## config.mk

```make
export PLATFORM = sky130hd
export DESIGN_NAME = barrel_slot_sched
export DESIGN_NICKNAME = d
export VERILOG_FILES = /design/src/rtl/barrel_slot_sched_pkg.sv /design/src/rtl/bss_slot_pointer.sv /design/src/rtl/bss_slot_table.sv /design/src/rtl/bss_issue_stage.sv /design/src/rtl/bss_thread_counters.sv /design/src/rtl/barrel_slot_sched.sv
export SDC_FILE = /design/constraint.sdc
export NUM_CORES = 1
export LEC_CHECK = 0
export BUFFER_PORTS_ARGS = -buffer_cell sky130_fd_sc_hd__buf_4
export CAP_MARGIN = 20
export CELL_PAD_IN_SITES_DETAIL_PLACEMENT = 0
export CELL_PAD_IN_SITES_GLOBAL_PLACEMENT = 1
export CORE_MARGIN = 10
export CORE_UTILIZATION = 43
export DETAILED_ROUTE_END_ITERATION = 16
export HOLD_SLACK_MARGIN = 0.08
export PLACE_DENSITY_LB_ADDON = 0.1
export SLEW_MARGIN = 5
export SYNTH_ARGS = -nofsm -noshare
export SYNTH_HDL_FRONTEND = slang
export SYNTH_SLANG_ARGS = --single-unit
```

## constraint.sdc

```tcl
create_clock -name clk -period 3.4 [get_ports clk]
set_clock_uncertainty 0.2 [all_clocks]
set_input_delay 0 -clock clk [delete_from_list [all_inputs] [get_ports clk]]
set_output_delay 0 -clock clk [all_outputs]
set_load 0.05 [all_outputs]
```

## src/rtl/barrel_slot_sched_pkg.sv

```systemverilog
package barrel_slot_sched_pkg;

    typedef enum logic {
        TBL_SYNCED  = 1'b0,
        TBL_PENDING = 1'b1
    } tbl_state_e;

endpackage

```

## src/rtl/bss_slot_pointer.sv

```systemverilog
module bss_slot_pointer #(
    parameter int NUM_SLOTS = 8,
    localparam int SW = (NUM_SLOTS > 1) ? $clog2(NUM_SLOTS) : 1
) (
    input  logic          clk,
    input  logic          rst_n,
    input  logic          run_en,
    output logic [SW-1:0] slot_idx,
    output logic          at_boundary
);

    localparam logic [SW-1:0] LAST = SW'(NUM_SLOTS - 1);

    logic [SW-1:0] slot_q;

    always_ff @(posedge clk) begin
        if (!rst_n) begin
            slot_q <= '0;
        end else if (run_en) begin
            slot_q <= (slot_q == LAST) ? '0 : slot_q + 1'b1;
        end
    end

    // The pointer will rest on slot 0 after this edge
    assign at_boundary = run_en ? (slot_q == LAST) : (slot_q == '0);
    assign slot_idx    = slot_q;

endmodule

```

## src/rtl/bss_slot_table.sv

```systemverilog
module bss_slot_table
    import barrel_slot_sched_pkg::*;
#(
    parameter int NUM_THREADS = 4,
    parameter int NUM_SLOTS   = 8,
    localparam int SW = (NUM_SLOTS > 1) ? $clog2(NUM_SLOTS) : 1,
    localparam int TW = (NUM_THREADS > 1) ? $clog2(NUM_THREADS) : 1
) (
    input  logic          clk,
    input  logic          rst_n,
    input  logic          wr_en,
    input  logic [SW-1:0] wr_idx,
    input  logic [TW-1:0] wr_tid,
    input  logic          wr_on,
    input  logic          commit,
    input  logic [SW-1:0] rd_idx,
    output logic [TW-1:0] rd_tid,
    output logic          rd_on
);

    tbl_state_e    state_q, state_d;
    logic [TW-1:0] shd_tid [NUM_SLOTS];
    logic          shd_on  [NUM_SLOTS];
    logic [TW-1:0] act_tid [NUM_SLOTS];
    logic          act_on  [NUM_SLOTS];
    logic [TW-1:0] nxt_tid [NUM_SLOTS];
    logic          nxt_on  [NUM_SLOTS];
    logic          do_copy;

    // Shadow contents including this cycle's write
    always_comb begin
        for (int s = 0; s < NUM_SLOTS; s++) begin
            nxt_tid[s] = shd_tid[s];
            nxt_on[s]  = shd_on[s];
        end
        if (wr_en) begin
            nxt_tid[wr_idx] = wr_tid;
            nxt_on[wr_idx]  = wr_on;
        end
    end

    // Next-state logic for the table synchronisation FSM
    always_comb begin
        state_d = state_q;
        do_copy = 1'b0;
        unique case (state_q)
            TBL_SYNCED: begin
                if (wr_en && commit) begin
                    do_copy = 1'b1;
                end else if (wr_en) begin
                    state_d = TBL_PENDING;
                end
            end
            TBL_PENDING: begin
                if (commit) begin
                    do_copy = 1'b1;
                    state_d = TBL_SYNCED;
                end
            end
            default: state_d = TBL_SYNCED;
        endcase
    end

    always_ff @(posedge clk) begin
        if (!rst_n) begin
            state_q <= TBL_SYNCED;
        end else begin
            state_q <= state_d;
        end
    end

    generate
        for (genvar g = 0; g < NUM_SLOTS; g++) begin : g_slot
            localparam logic [TW-1:0] DEF_TID = TW'(g % NUM_THREADS);
            always_ff @(posedge clk) begin
                if (!rst_n) begin
                    shd_tid[g] <= DEF_TID;
                    shd_on[g]  <= 1'b1;
                    act_tid[g] <= DEF_TID;
                    act_on[g]  <= 1'b1;
                end else begin
                    shd_tid[g] <= nxt_tid[g];
                    shd_on[g]  <= nxt_on[g];
                    if (do_copy) begin
                        act_tid[g] <= nxt_tid[g];
                        act_on[g]  <= nxt_on[g];
                    end
                end
            end
        end
    endgenerate

    assign rd_tid = act_tid[rd_idx];
    assign rd_on  = act_on[rd_idx];

endmodule

```

## src/rtl/bss_issue_stage.sv

```systemverilog
module bss_issue_stage #(
    parameter int NUM_THREADS = 4,
    localparam int TW = (NUM_THREADS > 1) ? $clog2(NUM_THREADS) : 1
) (
    input  logic                   clk,
    input  logic                   rst_n,
    input  logic                   run_en,
    input  logic [NUM_THREADS-1:0] ready,
    input  logic [TW-1:0]          slot_tid,
    input  logic                   slot_on,
    output logic                   issue_valid,
    output logic [TW-1:0]          issue_tid,
    output logic [NUM_THREADS-1:0] hit_issue,
    output logic [NUM_THREADS-1:0] hit_bubble
);

    logic owner_ready;
    logic take;

    assign owner_ready = ready[slot_tid];
    assign take        = run_en && slot_on && owner_ready;

    always_comb begin
        hit_issue  = '0;
        hit_bubble = '0;
        if (run_en && slot_on) begin
            if (owner_ready) hit_issue[slot_tid]  = 1'b1;
            else             hit_bubble[slot_tid] = 1'b1;
        end
    end

    always_ff @(posedge clk) begin
        if (!rst_n) begin
            issue_valid <= 1'b0;
            issue_tid   <= '0;
        end else begin
            issue_valid <= take;
            issue_tid   <= take ? slot_tid : '0;
        end
    end

endmodule

```

## src/rtl/bss_thread_counters.sv

```systemverilog
module bss_thread_counters #(
    parameter int NUM_THREADS = 4,
    parameter int CNT_W       = 16
) (
    input  logic                         clk,
    input  logic                         rst_n,
    input  logic [NUM_THREADS-1:0]       hit_issue,
    input  logic [NUM_THREADS-1:0]       hit_bubble,
    output logic [NUM_THREADS*CNT_W-1:0] cnt_issue,
    output logic [NUM_THREADS*CNT_W-1:0] cnt_bubble
);

    generate
        for (genvar t = 0; t < NUM_THREADS; t++) begin : g_thr
            logic [CNT_W-1:0] iss_q;
            logic [CNT_W-1:0] bub_q;
            always_ff @(posedge clk) begin
                if (!rst_n) begin
                    iss_q <= '0;
                    bub_q <= '0;
                end else begin
                    if (hit_issue[t])  iss_q <= iss_q + 1'b1;
                    if (hit_bubble[t]) bub_q <= bub_q + 1'b1;
                end
            end
            assign cnt_issue[t*CNT_W +: CNT_W]  = iss_q;
            assign cnt_bubble[t*CNT_W +: CNT_W] = bub_q;
        end
    endgenerate

endmodule

```

## src/rtl/barrel_slot_sched.sv

```systemverilog
module barrel_slot_sched #(
    parameter int NUM_THREADS = 4,
    parameter int NUM_SLOTS   = 8,
    parameter int CNT_W       = 16,
    localparam int SW = (NUM_SLOTS > 1) ? $clog2(NUM_SLOTS) : 1,
    localparam int TW = (NUM_THREADS > 1) ? $clog2(NUM_THREADS) : 1
) (
    input  logic                         clk,
    input  logic                         rst_n,
    input  logic                         run_en,
    input  logic [NUM_THREADS-1:0]       thr_ready,
    input  logic                         tbl_wr_en,
    input  logic [SW-1:0]                tbl_wr_idx,
    input  logic [TW-1:0]                tbl_wr_tid,
    input  logic                         tbl_wr_on,
    output logic                         issue_valid,
    output logic [TW-1:0]                issue_tid,
    output logic [NUM_THREADS*CNT_W-1:0] cnt_issue,
    output logic [NUM_THREADS*CNT_W-1:0] cnt_bubble
);

    logic [SW-1:0]          slot_idx;
    logic                   at_boundary;
    logic [TW-1:0]          slot_tid;
    logic                   slot_on;
    logic [NUM_THREADS-1:0] hit_issue;
    logic [NUM_THREADS-1:0] hit_bubble;

    bss_slot_pointer #(.NUM_SLOTS(NUM_SLOTS)) u_ptr (
        .clk         (clk),
        .rst_n       (rst_n),
        .run_en      (run_en),
        .slot_idx    (slot_idx),
        .at_boundary (at_boundary)
    );

    bss_slot_table #(.NUM_THREADS(NUM_THREADS), .NUM_SLOTS(NUM_SLOTS)) u_tbl (
        .clk    (clk),
        .rst_n  (rst_n),
        .wr_en  (tbl_wr_en),
        .wr_idx (tbl_wr_idx),
        .wr_tid (tbl_wr_tid),
        .wr_on  (tbl_wr_on),
        .commit (at_boundary),
        .rd_idx (slot_idx),
        .rd_tid (slot_tid),
        .rd_on  (slot_on)
    );

    bss_issue_stage #(.NUM_THREADS(NUM_THREADS)) u_iss (
        .clk         (clk),
        .rst_n       (rst_n),
        .run_en      (run_en),
        .ready       (thr_ready),
        .slot_tid    (slot_tid),
        .slot_on     (slot_on),
        .issue_valid (issue_valid),
        .issue_tid   (issue_tid),
        .hit_issue   (hit_issue),
        .hit_bubble  (hit_bubble)
    );

    bss_thread_counters #(.NUM_THREADS(NUM_THREADS), .CNT_W(CNT_W)) u_cnt (
        .clk        (clk),
        .rst_n      (rst_n),
        .hit_issue  (hit_issue),
        .hit_bubble (hit_bubble),
        .cnt_issue  (cnt_issue),
        .cnt_bubble (cnt_bubble)
    );

endmodule

```

==> results by group, run 1 <==
Route
  – Total Routed Length: 23000 microns
  – Via count: 7824
  – DR iter-0 viols: 407
  – DRC Markers: 0
  – Antenna Nets Post-Route: 0
  – Vias/cell: 5.54
  – WL/cell: 16.3 microns
  – Drt pass-1 iters: 5

Yosys
  – Mapped Cells: 981
  – Synth async-reset ratio: 0%
  – Register bit total from synthesis: 186
  – Unique cell type count in the Yosys netlist: 47
  – Synth top area share: 36.7%
  – Synth Warn #: 0
  – Area leader, netlist: dfxtp_1
  – Top FF cell, synth: dfxtp_1
  – Mean Syn Cell Area: 9.00 sq um
  – Syn_nets: 1006
  – Top cells by count, synth: dfxtp_1, nand2_1, a21oi_1, mux2i_1, clkbuf_1
  – Most frequent cell after synthesis: dfxtp_1
  – Synthesized area: 8830 sq um
  – Sequential fraction of the synthesis area: 44.9%
  – EDFF count, synth: 24
  – Synth top area cells: dfxtp_1, edfxtp_1, mux2i_1

Final layout
  – Fillers: 1932
  – Total inserted antenna cells: 0
  – Layout area overhead: 24.5%
  – Post-layout util: 54.3%
  – Total Nets Final: 1155
  – Final instance area: 11000 sq um
  – Share of layout cells above drive strength 1: 20.6%

Place
  – Placed inst area: 10200 sq um
  – HPWL after DPL: 16300 microns
  – GP Congestion: 0.795
  – I/O Buffers: 144

Power and ir drop
  – Power density cells: 412 nW/um^2
  – Psw: 0.00110 W
  – Int Pwr: 0.00343 W
  – Pleak: 3.98 nW
  – Sequential fraction of design power: 50.3%
  – Comb power frac: 7.1%
  – Maximum VDD drop: 0.000323 V
  – Clock share of power: 42.6%
  – Switching share of power: 24.2%

Clock network
  – Clock Latency Late Sink: 0.43 ns
  – H-tree depth: 4
  – CTS tree: done
  – Worst-path clk slew: 0.07 ns
  – Post-CTS Resized: 0
  – CTS buffer count: 17
  – # clock sinks: 186
  – Setup Buffers After CTS: 0
  – Clock Tree Buf Depth: 2
  – CTS root buf: clkbuf_16
  – Post-cts hold buffer count: 21

Timing
  – Achievable frequency: 327 MHz
  – Final setup viols: 0
  – Period Utilization, post-route: 89.9%
  – RSZ-0062 raised after global routing: no
  – Hold Fails Final Rpt: 0
  – Max-slew headroom: 38.0%
  – Post-layout minimum cycle time: 3.06 ns
  – Fin Hold WS: 0.223 ns
  – Worst slew pin tran: 0.928 ns
  – Final max-slew violation count: 0
  – Setup Total Neg Slack: 0 ns

Die
  – DIE AREA: 26700 sq um
  – Initial Util: 43.6%
  – DIE HEIGHT: 163 microns
  – CORE AREA: 20200 sq um
  – Chip width: 163 microns
  – Rows: 52
  – Num ports: 145

Global routing
  – Global-route wire length before repair: 38000 microns
  – Total grt overflow: 0
  – Number of global-route vias before repair: 7309
  – Largest net degree at the start of global routing: 58
  – Initial antenna violation count: 0
  – Global-route usage over all layers: 17.1%

Worst setup path
  – Arr. time, crit path: 3.22 ns
  – Setup crit end kind: flop
  – CP Max Fanout: 13
  – Type of origin of the critical path: flop
  – Worst path required time: 3.56 ns
  – Setup CP Type: reg -> reg

Run status
  – Outcome: completed

Worst hold path
  – HP Start: tbl_wr_tid[0]
  – Min-delay worst type: in -> reg

Flow run
  – Maxcap violations: 0
[power groups by stage]
stage               Sequential (W)  Combinational [W]  Clock, W
global route               0.00228           0.000352   0.00207
detailed placement         0.00232           0.000305         0
CTS                        0.00227           0.000324   0.00197
floorplan                  0.00234           0.000189         0
finish                     0.00227           0.000323   0.00193
global placement           0.00232           0.000301         0
[cells in the final DEF, fill, tap and decap left out, drive strengths merged, types with 2 or more instances in the layout]
cell / synthesis / layout
nor2b: 2 / 2
buf: 10 / 170
or3: 31 / 31
ha: 11 / 11
nand2: 102 / 102
o31ai: 49 / 49
xor2: 5 / 5
nand4: 36 / 36
and4: 8 / 8
nor4: 12 / 12
clkinv: 0 / 4
inv: 33 / 35
o41ai: 5 / 5
or2: 18 / 18
clkbuf: 51 / 24
nand3: 38 / 38
and2: 9 / 9
mux2: 8 / 8
nand4b: 5 / 5
nor3b: 2 / 2
clkinvlp: 0 / 2
a21oi: 89 / 89
o21ai: 38 / 38
nor2: 32 / 32
and3: 9 / 9
or4: 51 / 51
mux4: 4 / 4
xnor2: 5 / 5
or4b: 3 / 3
dfxtp: 162 / 162
nand2b: 26 / 26
a221oi: 12 / 12
mux2i: 63 / 63
edfxtp: 24 / 24
dlygate4sd3: 0 / 21
a211oi: 2 / 2
a22o: 2 / 2
nor3: 19 / 19
[path summary, 6_finish.rpt]
check | endpoint | slack [ns] | depth (start not counted)
hold reg to reg | u_tbl.shd_on[0][1] | 0.27 | 2
setup reg to reg | u_cnt.g_thr[1].iss_q[10] | 0.34 | 6
setup / recovery | u_cnt.g_thr[1].iss_q[10] | 0.34 | 6
hold / removal | u_tbl.shd_tid[1][2] | 0.22 | 4
[cell families (layout without fill, tap and decap cells)]
group	Yosys count	count (layout)	share of synthesized area (%)
AOI/OAI and AO/OA	199	199	13.7
xor gates and xnor gates	10	10	0.992
adders and majority gates	11	11	1.56
buffers and inverters	94	256	4.18
DFF	186	186	44.9
muxes	75	75	9.18
and+or+nand+nor	406	406	25.5
[cell type report]
cell class / count / area (sq um) / area share, %
inverters: 33 / 125 / 1.14
clock buffers: 24 / 514 / 4.68
well taps: 270 / 338 / 3.07
flip-flops and latches: 186 / 3960 / 36.1
multi-input cells: 701 / 4500 / 40.9
clock inverters: 8 / 56.3 / 0.512
repair buffers: 191 / 1500 / 13.6
[metrics by stage]
stage | cells | setup slack, ns | power, W
5_1_grt | 1413 | 0.105 | 0.00470
4_1_cts | 1413 | 0.318 | 0.00457
6_report | 1413 | 0.342 | 0.00452
2_1_floorplan | 981 | 0.789 | 0.00253
3_5_place_dp | 1360 | 0.331 | 0.00263
3_3_place_gp | 1360 | 0.393 | 0.00262
[registers in the layout, indices dropped and copies added, names as in the netlist, named ones only]
| signal | count |
|---|---|
| u_tbl.state_q | 1 |
| u_iss.issue_tid | 2 |
| u_tbl.shd_on | 8 |
| u_tbl.shd_tid | 16 |
| u_ptr.slot_idx | 3 |
| u_tbl.act_on | 8 |
| u_iss.issue_valid | 1 |
| u_cnt.g_thr.iss_q | 64 |
| u_cnt.g_thr.bub_q | 64 |
| u_tbl.act_tid | 16 |
[metal layers]
metal,global-route usage [%],up-vias,part of all wire (%)
met1,22.3,3698,47
li1,-,3953,-
met5,0,-,0
met4,4.71,0,1.1
met3,3.27,15,4.5
met2,28.1,158,47
[worst max-delay path, stage by stage, from the launching register on]
cell and delay (ns):
dfxtp_1 0.66, buf_4 0.28, mux2i_1 0.21, mux4_2 0.41, nand4_1 0.45, or4_1 0.63
a21oi_1 0.14
Power figures use the tool's default switching activity.
==> run 2: changes to the inputs <==
==> constraint.sdc (replaced) <==
create_clock -name clk -period 3.06 [get_ports clk]
set_clock_uncertainty 0.2 [all_clocks]
set_input_delay 0 -clock clk [delete_from_list [all_inputs] [get_ports clk]]
set_output_delay 0 -clock clk [all_outputs]
set_load 0.1 [all_outputs]
==> run 2 against run 1 <==
  * Setup slack got worse by 0.041 ns
  * Combinational power increased by 21%
  * Largest cell class unchanged
  * Critical path depth increased by 2
  * Critical endpoint is now u_cnt.g_thr[2].bub_q[11]
  * First-iteration DRC count increased by 1.7%
  * Hold slack improved by 0.022 ns
  * Sequential power increased by 11%
  * Via count decreased by 0.73%
  * Global-route usage decreased by 0.21 points
  * Design area increased by 0.22%
==> results by group, run 2 (same netlist as run 1, synthesis figures left out) <==
Timing
  – Final max-slew violation count: 0 (unchanged)
  – Achievable frequency: 362 MHz (+11%)
  – Worst slew pin tran: 0.922 ns (-0.00653 ns)
  – Max-slew headroom: 38.4% (+0.46 points)
  – Setup Total Neg Slack: 0 ns (unchanged)
  – Fin Hold WS: 0.245 ns (+0.0220 ns)
  – Period Utilization, post-route: 90.2% (+0.23 points)
  – RSZ-0062 raised after global routing: no
  – Final setup viols: 0 (unchanged)
  – Post-layout minimum cycle time: 2.76 ns (-0.299 ns)
  – Hold Fails Final Rpt: 0 (unchanged)

Final layout
  – Fillers: 1894 (-2.0%)
  – Total Nets Final: 1160 (+0.43%)
  – Biggest regs: u_cnt.g_thr.bub_q: 64 flops, u_cnt.g_thr.iss_q: 64 flops
  – Most frequent cells in the layout: buf_4, dfxtp_1, nand2_1
  – Total inserted antenna cells: 0 (unchanged)
  – Share of layout cells above drive strength 1: 21.3% (+0.63 points)
  – Layout area overhead: 24.8%
  – Leading cell type in the layout, fill and taps excluded: buf_4

Worst setup path
  – Setup crit end kind: flop
  – R2R depth: 8 (+2)
  – Max stage delay on crit path: 0.52 ns (-0.14 ns)
  – Worst path required time: 3.21 ns (-0.35 ns)
  – Type of origin of the critical path: flop
  – Setup CP Type: reg -> reg
  – CP max-delay cell: or4_1
  – Arr. time, crit path: 2.91 ns (-0.31 ns)
  – CP Max Fanout: 18 (+5)
  – CP dominant cell by count: buf_4
  – Worst-path cell chain: buf_4 -> mux2i_1 -> a221oi_2 -> buf_4 -> nand2_1 -> buf_4 -> or4_1 -> a21oi_1

Clock network
  – Clock Latency Late Sink: 0.42 ns (about the same)
  – # clock sinks: 186 (unchanged)
  – H-tree depth: 4 (unchanged)
  – CTS buffer count: 17 (unchanged)
  – Clock Tree Buf Depth: 2 (unchanged)
  – CTS root buf: clkbuf_16
  – Worst-path clk slew: 0.07 ns (about the same)
  – CTS tree: done

Die
  – Chip width: 163 microns (unchanged)
  – CORE AREA: 20200 sq um (unchanged)
  – Initial Util: 43.6% (unchanged)
  – Num ports: 145 (unchanged)
  – DIE HEIGHT: 163 microns (unchanged)
  – DIE AREA: 26700 sq um (unchanged)
  – Rows: 52 (unchanged)

Power and ir drop
  – Power density cells: 461 nW/um^2 (+12%)
  – Maximum VDD drop: 0.000339 V (+5.1%)
  – Pleak: 3.99 nW (+0.38%)

Run status
  – Outcome: completed

Route
  – Vias/cell: 5.48 (-1.0%)
  – Drt pass-1 iters: 4 (-1)
  – DR iter-0 viols: 414 (+1.7%)
  – Via count: 7767 (-0.73%)
  – Antenna Nets Post-Route: 0 (unchanged)
  – Total Routed Length: 23100 microns (+0.51%)
  – WL/cell: 16.3 microns (+0.23%)
  – DRC Markers: 0 (unchanged)

Global routing
  – Global-route usage over all layers: 16.8% (-0.21 points)
  – Number of global-route vias before repair: 7311 (+0.027%)
  – Initial antenna violation count: 0 (unchanged)
  – Total grt overflow: 0 (unchanged)
  – Global-route wire length before repair: 37700 microns (-0.85%)
  – Largest net degree at the start of global routing: 82 (+41%)

Worst hold path
  – Cells on Worst Hold Path: 4 (unchanged)
  – Min-delay worst type: in -> reg

Place
  – HPWL after DPL: 16300 microns (about the same)
  – GP Congestion: 0.807 (+1.5%)
  – I/O Buffers: 144 (unchanged)

Flow run
  – Maxcap violations: 0 (unchanged)
-- run 2: cell count changes in the layout (fill, tap and decap cells not counted) --
cell	previous run	this run
clkinv_4	0	1
buf_4	169	177
bufinv_16	0	1
inv_4	0	1
dlygate4sd3_1	21	19
dfxtp_2	0	2
dfxtp_1	162	160
clkbuf_16	19	18
inv_6	3	2
buf_12	1	0
clkinv_2	4	2
-- run 2: report_power, final --
part           switching [W]  internal, W  leakage, nW  total (W)
Combinational       0.000265     0.000126         2.21   0.000390
Sequential         0.0000267      0.00250         1.51    0.00253
Clock               0.000939      0.00122        0.276    0.00216
Total                0.00123      0.00384         3.99    0.00507
-- run 2: layout make-up --
type	instances	area (sq um)	share of cell area (%)
Timing Repair Buffer	196	1520	13.8
Multi-Input combinational cell	701	4500	40.8
Clock buffer	23	489	4.44
Clock inverter	8	82.6	0.750
Tap cell	270	338	3.07
Sequential cell	186	3970	36.0
Inverter	33	125	1.14
-- run 2: worst paths after layout --
check | startpoint | slack, ns | endpoint
max | flop | 0.30 | u_cnt.g_thr[2].bub_q[11]
min | tbl_wr_tid[0] | 0.25 | u_tbl.shd_tid[1][6]
max reg2reg | flop | 0.30 | u_cnt.g_thr[2].bub_q[11]
min reg2reg | u_cnt.g_thr[1].bub_q[15] | 0.27 | u_cnt.g_thr[1].bub_q[15]
-- run 2: worst max-delay path: cells and delay by family (launching register included) --
family | cells | cell delay [ns]
multiplexers | 1 | 0.09
AO/OA/AOI/OAI | 2 | 0.42
flip-flops | 1 | 0.48
buffers and inverters | 3 | 0.73
AND/OR/NAND/NOR | 2 | 0.76
-- run 2: what timing repair did --
item | CTS | global route
setup buffers | 0 | 6
gates resized for setup | 0 | 2
endpoints found under the hold margin | 113 | 0
hold buffers | 19 | 0
endpoints found under the setup margin | 0 | 21
-- run 2: stage by stage --
step	area (sq um)	utilization (%)	worst slack, ns	std cells	total power [W]
global route	11000	54.4	0.145	1417	0.00528
CTS	11000	54.2	0.0707	1410	0.00513
finish	11000	54.4	0.301	1417	0.00507
global placement	10200	50.4	0.0900	1360	0.00295
detailed placement	10200	50.4	0.0733	1360	0.00295
floorplan	8830	-	0.175	981	0.00284
-- run 2: routing by layer --
metal,GRT usage (%),wire [microns],vias up
met4,4.18,199,0
met1,22.1,10900,3676
met2,27.7,11100,111
met5,0,0,-
li1,-,-,3966
met3,3.42,885,14
